$ cat config.mk
export PLATFORM = sky130hd
export DESIGN_NAME = pskip_ctrl
export DESIGN_NICKNAME = d
export VERILOG_FILES = /design/src/rtl/pskip_pkg.sv /design/src/rtl/pskip_en_decode.sv /design/src/rtl/pskip_zc_run.sv /design/src/rtl/pskip_ctrl.sv
export SDC_FILE = /design/constraint.sdc
export NUM_CORES = 1
export LEC_CHECK = 0
export ABC_AREA = 1
export BUFFER_PORTS_ARGS = -buffer_cell sky130_fd_sc_hd__buf_2
export CAP_MARGIN = 5
export CORE_AREA = 4 4 41 43
export DETAILED_ROUTE_END_ITERATION = 8
export DIE_AREA = 0 0 45 47
export HOLD_SLACK_MARGIN = 0.02
export PLACE_DENSITY_LB_ADDON = 0.1
export SLEW_MARGIN = 40
export SYNTH_ARGS = -nofsm -noshare
export SYNTH_HDL_FRONTEND = slang
export SYNTH_HIERARCHICAL = 1
export SYNTH_SLANG_ARGS = --single-unit
$ cat constraint.sdc
create_clock -name clk -period 1.65 [get_ports clk]
set_input_delay 0.4125 -clock clk [delete_from_list [all_inputs] [get_ports clk]]
set_output_delay 0.4125 -clock clk [all_outputs]
set_load 0.01 [all_outputs]
$ cat src/rtl/pskip_pkg.sv
package pskip_pkg;
   typedef enum logic [1:0] {
      EN_OFF    = 2'b00,
      EN_PSAVE  = 2'b01,
      EN_CCM    = 2'b10,
      EN_OFF_ALT= 2'b11
   } en_mode_e;
endpackage

$ cat src/rtl/pskip_en_decode.sv
module pskip_en_decode
   import pskip_pkg::*;
(
   input  logic [1:0] en_mode,
   input  logic       fault,
   output logic       ps_allow,
   output logic       drv_float
);
   en_mode_e mode;
   always_comb begin
      mode      = en_mode_e'(en_mode);
      ps_allow  = (mode == EN_PSAVE) && !fault;
      drv_float = (mode == EN_OFF) || (mode == EN_OFF_ALT);
   end
endmodule

$ cat src/rtl/pskip_zc_run.sv
module pskip_zc_run #(
   parameter int ENTRY_CNT = 8
) (
   input  logic clk,
   input  logic rst_n,
   input  logic clr,
   input  logic stb,
   input  logic zc,
   output logic run_done
);
   localparam int CNT_W = (ENTRY_CNT > 1) ? $clog2(ENTRY_CNT) : 1;

   generate
      if (ENTRY_CNT < 1) begin : g_bad_cnt
         $error("ENTRY_CNT must be at least 1");
      end
      if (ENTRY_CNT == 1) begin : g_direct
         assign run_done = stb & zc & ~clr;
      end else begin : g_count
         localparam logic [CNT_W-1:0] LAST = CNT_W'(ENTRY_CNT - 1);
         logic [CNT_W-1:0] cnt_q;
         always_ff @(posedge clk or negedge rst_n) begin
            if (!rst_n)          cnt_q <= '0;
            else if (clr)        cnt_q <= '0;
            else if (stb) begin
               if (!zc)               cnt_q <= '0;
               else if (cnt_q != LAST) cnt_q <= cnt_q + 1'b1;
            end
         end
         assign run_done = stb & zc & ~clr & (cnt_q == LAST);
      end
   endgenerate
endmodule

$ cat src/rtl/pskip_ctrl.sv
module pskip_ctrl #(
   parameter int ENTRY_CNT = 8
) (
   input  logic       clk,
   input  logic       rst_n,
   input  logic       cyc_stb,
   input  logic       zc_seen,
   input  logic [1:0] en_mode,
   input  logic       fault,
   output logic       psave_act,
   output logic       ls_zc_off,
   output logic       ton_ext,
   output logic       drv_hiz
);
   logic ps_allow;
   logic run_done;
   logic mode_q;

   pskip_en_decode u_dec (
      .en_mode  (en_mode),
      .fault    (fault),
      .ps_allow (ps_allow),
      .drv_float(drv_hiz)
   );

   pskip_zc_run #(.ENTRY_CNT(ENTRY_CNT)) u_run (
      .clk     (clk),
      .rst_n   (rst_n),
      .clr     (~ps_allow),
      .stb     (cyc_stb),
      .zc      (zc_seen),
      .run_done(run_done)
   );

   always_ff @(posedge clk or negedge rst_n) begin
      if (!rst_n)         mode_q <= 1'b0;
      else if (!ps_allow) mode_q <= 1'b0;
      else if (cyc_stb)   mode_q <= zc_seen & (mode_q | run_done);
   end

   assign psave_act = mode_q;
   assign ls_zc_off = mode_q;
   assign ton_ext   = mode_q;
endmodule

==> metrics.yaml, run 1 <==
synth:
  post_synth_num_cell_types: 12
  postSynthCellCount: 39
  synth-warning-count: 6
  postSynthNetCount: 49
  mean_syn_cell_area_um2: 7.28
  postSynthRegisterBits: 4
  post_synth_instance_area_um2: 284
  synth-seq-area-share: 0.352
die:
  dieHeight_um: 47
  top_level_ports: 11
  die_width_um: 45
  number_of_placement_rows: 13
  fp.coreArea_um2: 1300
  initial_utilization: 0.218
  die_area_um2: 2120
timing:
  period_needed_ns: 1.34
  relSlewSlack: 0.922
  finalSetupViolations: 0
  min_period_over_period: 0.810
  maxSlewViolCount: 0
  clock.fmax_mhz: 748
  finalHoldWorstSlack_ns: 0.434
  rsz_0062_raised_after_global_routing: "no"
  tns_ns: 0
  finClkSkew_ns: 0.00526
  tightestPinTransition_ns: 0.117
  hold_viol: 0
routing:
  drc: 0
  routed_length_per_placed_instance_um: 8.45
  vias_per_cell: 3.79
  num_vias: 250
  drtAntennaViolNets: 0
  dr.pass1.iters: 3
  drt_iter0_drc: 5
  wirelength_um: 558
place:
  portBuffers: 10
  detailed_place_hpwl_um: 477
  place.gp.congestion: 0.775
  place_inst: 62
status:
  status: "finished clean"
worst_setup_path:
  crit_path_frequent_cell: "sky130_fd_sc_hd__buf_2"
  cp_slowest_stage_delay_ns: 0.27
  worst_setup_path_end_kind: "output pin"
  worstPathCellList: "buf_2 -> ha_1 -> buf_2"
  worstSetupPathType: "in -> out"
  critical-path-slowest-cell: "sky130_fd_sc_hd__ha_1"
  arrival_ns: 0.92
  worst-endpoint-required_ns: 1.24
  crit_path_max_fanout: 1
  launching_element_type_of_the_critical_path: "input port"
power_and_ir_drop:
  fin_total_pwr_mw: 0.246
  power_per_cell_area_nw_per_um2: 665
  p_comb_frac: 0.115
  power_switching_mw: 0.0531
  ir_worst_vdd_mv: 0.293
  p_clk_frac: 0.478
  power.internal_mw: 0.193
  switching_share: 0.216
  static-leakage-power_nw: 0.224
  share_seq_of_total_power: 0.406
cells_and_area:
  final-instance-count-excl-fill: 66
  area.sequential_um2: 100
  final_common_cell: "sky130_fd_sc_hd__nand2_1"
  antenna_cells_inserted: 0
  fillCellCount: 152
  nNetsFinal: 63
  area_delta_synth_final_pct: 30.4
  final_cell_mix: "sky130_fd_sc_hd__nand2_1, sky130_fd_sc_hd__buf_2, sky130_fd_sc_hd__inv_1, sky130_fd_sc_hd__nor2_1, sky130_fd_sc_hd__dfrtp_1"
  area_of_the_multi_input_gates_um2: 146
  proportion_of_layout_cells_with_a_drive_suffix_above_1: 0.353
clock_network:
  tritoncts: "yes"
  worstSkewPairLatency_ns: 0.23
  clock_sinks: 4
  postCtsSetupBuffers: 0
  cts_buf_count: 3
  clock_tree.htree_level_count: 1
  clk_root_buffer_cell: "sky130_fd_sc_hd__clkbuf_4"
  cts.reportedPaths.clkPinSlew_ns: 0.04
  clock_path_buffers: 2
global_route:
  global_route_wire_length_before_repair_um: 938
  grt_max_degree: 6
  grt_total_ovfl: 0
  tot_gr_track_use: 0.0651
  grt_antenna_before_repair: 0
  vias_in_the_first_global_route: 263
hold_path:
  min-delay-path-class: "in -> reg"
run:
  count_of_maximum_capacitance_violations: 0
area by class of cell:
cell class	instances	share of cell area
clock buffers	3	0.0608
inverters	6	0.0608
multi-input cells	27	0.395
flip-flops and latches	4	0.270
well taps	15	0.0507
repair buffers	11	0.162
cells by family (layout without fill, tap and decap cells):
logic type / count (synthesis) / count (layout) / share of synthesized area
fa+ha+maj: 3 / 3 / 0.132
simple gates: 23 / 23 / 0.366
flops: 4 / 4 / 0.352
buf+inv: 8 / 20 / 0.132
compound gates: 1 / 1 / 0.0176
cells in the mapped netlist:
cell type                  n  area share
sky130_fd_sc_hd__nand3_1   3       0.053
sky130_fd_sc_hd__buf_4     2       0.053
sky130_fd_sc_hd__nand2_2   2       0.044
sky130_fd_sc_hd__nand2_1  11        0.15
sky130_fd_sc_hd__inv_1     5       0.066
sky130_fd_sc_hd__nor2_2    1       0.022
sky130_fd_sc_hd__nand3_2   1       0.035
sky130_fd_sc_hd__inv_2     1       0.013
sky130_fd_sc_hd__nor2_1    5       0.066
sky130_fd_sc_hd__dfrtp_1   4        0.35
sky130_fd_sc_hd__ha_1      3        0.13
sky130_fd_sc_hd__a21oi_1   1       0.018
worst paths after layout:
path	startpoint	endpoint	slack, ns	cells past startpoint
min in group asynchronous	rst_n	ls_zc_off	0.52	2
worst max register to register	u_run/g_count.cnt_q[0]	ls_zc_off	0.42	6
worst max-delay path	en_mode[0]	drv_hiz	0.31	3
worst min-delay path	fault	ls_zc_off	0.43	4
worst min register to register	u_run/g_count.cnt_q[1]	u_run/g_count.cnt_q[1]	0.48	2
max in group asynchronous	rst_n	u_run/g_count.cnt_q[1]	1.01	2
through the flow:
stage               worst slack (ns)   util  cell area, um^2
CTS                            0.305  0.285              370
detailed placement             0.192  0.260              338
global route                   0.276  0.285              370
global placement               0.201  0.260              338
finish                         0.314  0.285              370
floorplan                      0.429      -              284
state kept, by name (all words and copies together), names as in the netlist:
register / count
ls_zc_off: 1
u_run/g_count.cnt_q: 3
metal layers:
metal,vias to the layer above,track usage,part of all wire
li1,142,-,-
met4,0,0.0526,0
met3,0,0.0230,0.059
met1,102,0.0760,0.47
met2,6,0.0960,0.47
met5,-,0,0
repair_timing:
action | in CTS | in global routing
hold buffers | 1 | 0
hold endpoints to repair | 4 | 0
gates resized for setup | 0 | 0
power by group through the flow:
| stage | Sequential (mW) | Combinational [mW] | Clock (mW) |
|---|---|---|---|
| final | 0.100 | 0.0284 | 0.118 |
| after global routing | 0.100 | 0.0332 | 0.130 |
| after detailed placement | 0.101 | 0.0271 | 0 |
| after floorplan | 0.101 | 0.0130 | 0 |
| after CTS | 0.100 | 0.0291 | 0.126 |
| after global placement | 0.101 | 0.0261 | 0 |
worst max-delay path, delay by kind of cell:
| kind | cells | cell delay, ns |
|---|---|---|
| adders and majority gates | 1 | 0.27 |
| buffers and inverters | 2 | 0.24 |
Note: power is estimated with default switching activity, not from simulation.
==> inputs of run 2 (changes only) <==
==> constraint.sdc (replaced) <==
create_clock -name clk -period 1.31 [get_ports clk]
set_input_delay 0.3275 -clock clk [delete_from_list [all_inputs] [get_ports clk]]
set_output_delay 0.3275 -clock clk [all_outputs]
set_load 0.01 [all_outputs]
==> run 2 against run 1 <==
  * Clock skew down 0.0024 ns
  * Clock power up 25%
  * Combinational power up 30%
  * Register-to-register slack worse by 0.31 ns
  * Highest routed layer is now met4
==> metrics.yaml, run 2 (synthesis results as in run 1) <==
cells_and_area:
  final_cell_mix: "sky130_fd_sc_hd__nand2_1, sky130_fd_sc_hd__buf_2, sky130_fd_sc_hd__inv_1, sky130_fd_sc_hd__nor2_1, sky130_fd_sc_hd__dfrtp_1"
  largest_register_ffs: 3  # unchanged
  nNetsFinal: 64  # +1.6%
  final_common_cell: "sky130_fd_sc_hd__nand2_1"
  antenna_cells_inserted: 0  # unchanged
  proportion_of_layout_cells_with_a_drive_suffix_above_1: 0.365  # +0.0124
  fillCellCount: 144  # -5.3%
  final-instance-count-excl-fill: 67  # +1.5%
  area_delta_synth_final_pct: 33.0
  utilization_after_layout: 0.290  # +0.00577
  registers.top_by_ff_count: "u_run/g_count.cnt_q"
die:
  initial_utilization: 0.218  # unchanged
  fp.coreArea_um2: 1300  # unchanged
  number_of_placement_rows: 13  # unchanged
  top_level_ports: 11  # unchanged
  die_width_um: 45  # unchanged
  die_area_um2: 2120  # unchanged
  dieHeight_um: 47  # unchanged
clock_network:
  clock_sinks: 4  # unchanged
  tritoncts: "yes"
  clock_path_buffers: 2  # unchanged
  clk_root_buffer_cell: "sky130_fd_sc_hd__clkbuf_4"
  clock_tree.htree_level_count: 1  # unchanged
  worstSkewPairLatency_ns: 0.23  # about the same
  cts_buf_count: 3  # unchanged
  postCtsSetupBuffers: 0  # unchanged
  cts.reportedPaths.clkPinSlew_ns: 0.04  # about the same
  cts-resized-gates: 0  # unchanged
hold_path:
  hold-path-cell-count: 4  # unchanged
  worst_hold_startpoint: "fault"
  min-delay-path-class: "in -> reg"
place:
  post-place-ws_ns: -0.0481  # -0.240 ns
  place.gp.congestion: 0.703  # -9.2%
  portBuffers: 10  # unchanged
  detailed_place_hpwl_um: 485  # +1.6%
  place_inst: 63  # +1.6%
global_route:
  tot_gr_track_use: 0.0603  # -0.00481
  global_route_wire_length_before_repair_um: 869  # -7.4%
  vias_in_the_first_global_route: 246  # -6.5%
  grt_max_degree: 6  # unchanged
  grt_total_ovfl: 0  # unchanged
  grt_antenna_before_repair: 0  # unchanged
power_and_ir_drop:
  fin_total_pwr_mw: 0.311  # +26%
  power_per_cell_area_nw_per_um2: 822  # +24%
  ir_worst_vdd_mv: 0.319  # +9.0%
  static-leakage-power_nw: 0.228  # +1.9%
run:
  count_of_maximum_capacitance_violations: 0  # unchanged
timing:
  min_period_over_period: 0.920
  tightestPinTransition_ns: 0.108  # -0.00916 ns
  rsz_0062_raised_after_global_routing: "no"
  hold_viol: 0  # unchanged
  relSlewSlack: 0.928  # +0.00611
  finalHoldWorstSlack_ns: 0.346  # -0.0876 ns
  period_needed_ns: 1.20
  post-route-worst-setup-slack_ns: 0.105  # -0.208 ns
  finalSetupViolations: 0  # unchanged
  finClkSkew_ns: 0.00290  # -0.00236 ns
  clock.fmax_mhz: 830
  maxSlewViolCount: 0  # unchanged
routing:
  num_vias: 256  # +2.4%
  drc: 0  # unchanged
  routed_length_per_placed_instance_um: 7.84  # -7.3%
  drtAntennaViolNets: 0  # unchanged
  vias_per_cell: 3.82  # +0.87%
  drt_iter0_drc: 0  # -5
  dr.pass1.iters: 1  # -2
  wirelength_um: 525  # -5.9%
worst_setup_path:
  critical-path-slowest-cell: "sky130_fd_sc_hd__dfrtp_1"
  worst-endpoint-required_ns: 1.43  # +0.19 ns
  crit_path_max_fanout: 5  # +4
  ff2ff_path_depth: 6  # unchanged
  worst_setup_path_end_kind: "flop"
  cp_slowest_stage_delay_ns: 0.38  # +0.11 ns
  regToRegStartpoint: "u_run/g_count.cnt_q[0]"
  launching_element_type_of_the_critical_path: "flop"
  arrival_ns: 1.32  # +0.40 ns
  worstSetupPathType: "reg -> reg"
  worstPathCellList: "ha_1 -> ha_1 -> nand3_2 -> nor2_1 -> a21oi_1 -> nor2_1"
  setup.worst_path.start: "u_run/g_count.cnt_q[0]"
status:
  status: "finished clean"
==> run 2: what timing repair did <==
item	CTS	global route
hold endpoints to repair	4	0
hold buffers	1	0
endpoints found under the setup margin	0	1
==> run 2: report_power, final <==
| part | switching [mW] | internal (mW) | total, mW | leakage, nW |
|---|---|---|---|---|
| combinational | 0.0197 | 0.0171 | 0.0368 | 0.159 |
| sequential | 0.000733 | 0.125 | 0.126 | 0.0556 |
| clock | 0.0456 | 0.102 | 0.148 | 0.0138 |
==> run 2: final cells by class <==
type | instances | area [um^2] | share of cell area
multi-input combinational | 27 | 146 | 0.387
sequential | 4 | 100 | 0.265
timing repair buffer | 12 | 67.6 | 0.179
clock buffer | 3 | 22.5 | 0.0596
inverter | 6 | 22.5 | 0.0596
tap | 15 | 18.8 | 0.0497
==> run 2: worst paths after layout <==
check | endpoint | slack, ns
max | ls_zc_off | 0.11
min | ls_zc_off | 0.35
max reg2reg | ls_zc_off | 0.11
min reg2reg | u_run/g_count.cnt_q[1] | 0.48
max in group asynchronous | u_run/g_count.cnt_q[1] | 0.77
min in group asynchronous | u_run/g_count.cnt_q[2] | 0.42
==> run 2: worst max-delay path, delay by kind of cell, from the launching register on <==
family | cells | cell delay (ns)
AO/OA/AOI/OAI | 1 | 0.11
adder cells (fa/ha/maj) | 2 | 0.40
flip-flops | 1 | 0.38
AND/OR/NAND/NOR | 3 | 0.20
==> run 2: metrics by stage <==
step	TNS, ns	cell area (um^2)
final	0	378
after global routing	0	378
after CTS	0	378
after detailed placement	-0.0481	345
after global placement	-0.0321	345
after floorplan	0	284
==> run 2: routing by layer <==
| metal | GRT usage | up-vias | wire (um) |
|---|---|---|---|
| met5 | 0 | - | 0 |
| li1 | - | 143 | - |
| met3 | 0.0115 | 2 | 31 |
| met4 | 0.0702 | 0 | 14 |
| met1 | 0.0759 | 103 | 243 |
| met2 | 0.0791 | 8 | 235 |
==> inputs of run 3 (changes only) <==
--- a/config.mk
+++ b/config.mk
@@ -6,6 +6,7 @@
 export NUM_CORES = 1
 export LEC_CHECK = 0
 export ABC_AREA = 1
+export ABC_CLOCK_PERIOD_IN_PS = 1310
 export BUFFER_PORTS_ARGS = -buffer_cell sky130_fd_sc_hd__buf_2
 export CAP_MARGIN = 5
 export CORE_AREA = 4 4 41 43
@@ -13,6 +14,7 @@
 export DIE_AREA = 0 0 45 47
 export HOLD_SLACK_MARGIN = 0.02
 export PLACE_DENSITY_LB_ADDON = 0.1
+export RECOVER_POWER = 100
 export SLEW_MARGIN = 40
 export SYNTH_ARGS = -nofsm -noshare
 export SYNTH_HDL_FRONTEND = slang
==> run 3 against run 2 <==
  * Utilization down 0.67 points
  * Clock skew is essentially flat
  * Global-route usage did not move
  * Flip-flop and latch count unchanged
  * Largest cell class unchanged
  * Via count stayed put
  * Routed wire length is 0.57% higher
==> metrics.yaml, run 3 (synthesis results as in run 1) <==
status:
  status: "finished clean"
place:
  portBuffers: 10  # unchanged
  placement.cell_area_um2: 345  # unchanged
  place.gp.congestion: 0.703  # unchanged
  detailed_place_hpwl_um: 485  # unchanged
routing:
  drc: 0  # unchanged
  dr.pass1.iters: 1  # unchanged
  wirelength_um: 528  # +0.57%
  routed_length_per_placed_instance_um: 7.88  # +0.57%
  vias_per_cell: 3.82  # unchanged
  num_vias: 256  # unchanged
  drtAntennaViolNets: 0  # unchanged
  drt_iter0_drc: 0  # unchanged
cells_and_area:
  final_common_cell: "sky130_fd_sc_hd__nand2_1"
  proportion_of_layout_cells_with_a_drive_suffix_above_1: 0.250  # -0.115
  nNetsFinal: 64  # unchanged
  utilization_after_layout: 0.284  # -0.00673
  area.sequential_um2: 100  # unchanged
  final_cell_mix: "sky130_fd_sc_hd__nand2_1, sky130_fd_sc_hd__inv_1, sky130_fd_sc_hd__nor2_1, sky130_fd_sc_hd__buf_2, sky130_fd_sc_hd__clkbuf_1"
  fin_area_um2: 369  # -2.3%
  area_of_the_multi_input_gates_um2: 144  # -1.7%
  antenna_cells_inserted: 0  # unchanged
  fillCellCount: 146  # +1.4%
  area_delta_synth_final_pct: 30.0
  largest_register_ffs: 3  # unchanged
  registers.top_by_ff_count: "u_run/g_count.cnt_q"
worst_setup_path:
  worstPathCellList: "ha_1 -> ha_1 -> nand3_2 -> nand2_1 -> nand2_1 -> nand2_1"
  worst_setup_path_end_kind: "flop"
  crit_path_max_fanout: 5  # unchanged
  crit_path_frequent_cell: "sky130_fd_sc_hd__nand2_1"
  bufs_and_invs_on_worst_path: 0  # unchanged
  gate_family_responsible_for_the_most_delay_along_the_worst_path: "adder cells"
  launching_element_type_of_the_critical_path: "flop"
  worst-endpoint-required_ns: 1.42  # about the same
  arrival_ns: 1.32  # about the same
  worstSetupPathType: "reg -> reg"
  critical-path-slowest-cell: "sky130_fd_sc_hd__dfrtp_1"
  cp_slowest_stage_delay_ns: 0.38  # about the same
power_and_ir_drop:
  share_seq_of_total_power: 0.408  # +0.002
  switching_share: 0.214  # +0.00123
  power_switching_mw: 0.0662  # +0.16%
  ir_worst_vdd_mv: 0.319  # about the same
  p_comb_frac: 0.114  # -0.004
  fin_total_pwr_mw: 0.309  # -0.42%
  static-leakage-power_nw: 0.210  # -8.0%
  p_clk_frac: 0.478  # +0.002
  power.internal_mw: 0.243  # -0.57%
  power_per_cell_area_nw_per_um2: 838  # +1.9%
clock_network:
  clock_path_buffers: 2  # unchanged
  cts.reportedPaths.clkPinSlew_ns: 0.04  # about the same
  worstSkewPairLatency_ns: 0.23  # about the same
  clock_tree.htree_level_count: 1  # unchanged
  clock_sinks: 4  # unchanged
  cts-resized-gates: 0  # unchanged
  tritoncts: "yes"
  clk_root_buffer_cell: "sky130_fd_sc_hd__clkbuf_4"
  postCtsSetupBuffers: 0  # unchanged
  cts_buf_count: 3  # unchanged
timing:
  tightestPinTransition_ns: 0.218  # +0.110 ns
  period_needed_ns: 1.20  # +0.0000460 ns
  finalSetupViolations: 0  # unchanged
  clock.fmax_mhz: 830  # about the same
  min_period_over_period: 0.920  # about the same
  relSlewSlack: 0.855  # -0.0734
  hold_viol: 0  # unchanged
  finalHoldWorstSlack_ns: 0.346  # -0.00000800 ns
  finClkSkew_ns: 0.00294  # +0.0000427 ns
  maxSlewViolCount: 0  # unchanged
  rsz_0062_raised_after_global_routing: "no"
global_route:
  tot_gr_track_use: 0.0603  # unchanged
  grt_antenna_before_repair: 0  # unchanged
  grt_total_ovfl: 0  # unchanged
  grt_max_degree: 6  # unchanged
  vias_in_the_first_global_route: 246  # unchanged
  global_route_wire_length_before_repair_um: 869  # unchanged
die:
  dieHeight_um: 47  # unchanged
  die_area_um2: 2120  # unchanged
  fp.coreArea_um2: 1300  # unchanged
  top_level_ports: 11  # unchanged
  initial_utilization: 0.218  # unchanged
  number_of_placement_rows: 13  # unchanged
  die_width_um: 45  # unchanged
hold_path:
  min-delay-path-class: "in -> reg"
run:
  count_of_maximum_capacitance_violations: 0  # unchanged
-- run 3: cell count changes in the layout (fill, tap and decap cells not counted) --
| cell | change |
|---|---|
| sky130_fd_sc_hd__clkbuf_1 | +5 |
| sky130_fd_sc_hd__nand2_1 | +1 |
| sky130_fd_sc_hd__nand2_2 | -1 |
| sky130_fd_sc_hd__buf_2 | -5 |
-- run 3: layout make-up --
| class | instances | area share |
|---|---|---|
| Clock buffer | 3 | 0.0610 |
| Inverter | 6 | 0.0610 |
| Multi-Input combinational cell | 27 | 0.390 |
| Sequential cell | 4 | 0.271 |
| Tap cell | 15 | 0.0508 |
| Timing Repair Buffer | 12 | 0.166 |
-- run 3: worst reg2reg max path: cells and delay by family, from the launching register on --
family	cells	cell delay (ns)
fa+ha+maj	2	0.40
flops	1	0.38
simple gates	4	0.32
-- run 3: per-stage QoR --
stage / worst slack, ns / setup TNS (ns) / std cells
floorplan: 0.152 / 0 / 39
global placement: -0.0321 / -0.0321 / 63
detailed placement: -0.0481 / -0.0481 / 63
CTS: 0.0708 / 0 / 67
global route: 0.00499 / 0 / 67
finish: 0.105 / 0 / 67
-- run 3: final timing paths --
| check | from | endpoint | slack [ns] | depth (start not counted) |
|---|---|---|---|---|
| max | u_run/g_count.cnt_q[0] | u_run/g_count.cnt_q[0] | 0.11 | 6 |
| min | fault | ls_zc_off | 0.35 | 4 |
| max reg2reg | u_run/g_count.cnt_q[0] | u_run/g_count.cnt_q[0] | 0.11 | 6 |
| min reg2reg | u_run/g_count.cnt_q[1] | u_run/g_count.cnt_q[1] | 0.48 | 2 |
| max in group asynchronous | rst_n | u_run/g_count.cnt_q[1] | 0.67 | 2 |
| min in group asynchronous | rst_n | u_run/g_count.cnt_q[2] | 0.45 | 2 |
-- run 3: timing repair --
action / in CTS / in global routing
hold buffers: 1 / 0
endpoints found under the hold margin: 4 / 0
setup endpoints to repair: 0 / 1
-- run 3: layer usage --
layer  global-route usage  wire length (um)
met5                    0                 0
met4               0.0702                14
met3               0.0115                30
met2               0.0791               236
met1               0.0759               247
-- run 3: power by group through the flow --
stage / combinational [mW] / sequential, mW / clock [mW]
final: 0.0354 / 0.126 / 0.148
after global routing: 0.0422 / 0.126 / 0.159
after CTS: 0.0377 / 0.126 / 0.157
after detailed placement: 0.0353 / 0.128 / 0
after global placement: 0.0346 / 0.128 / 0
after floorplan: 0.0164 / 0.127 / 0
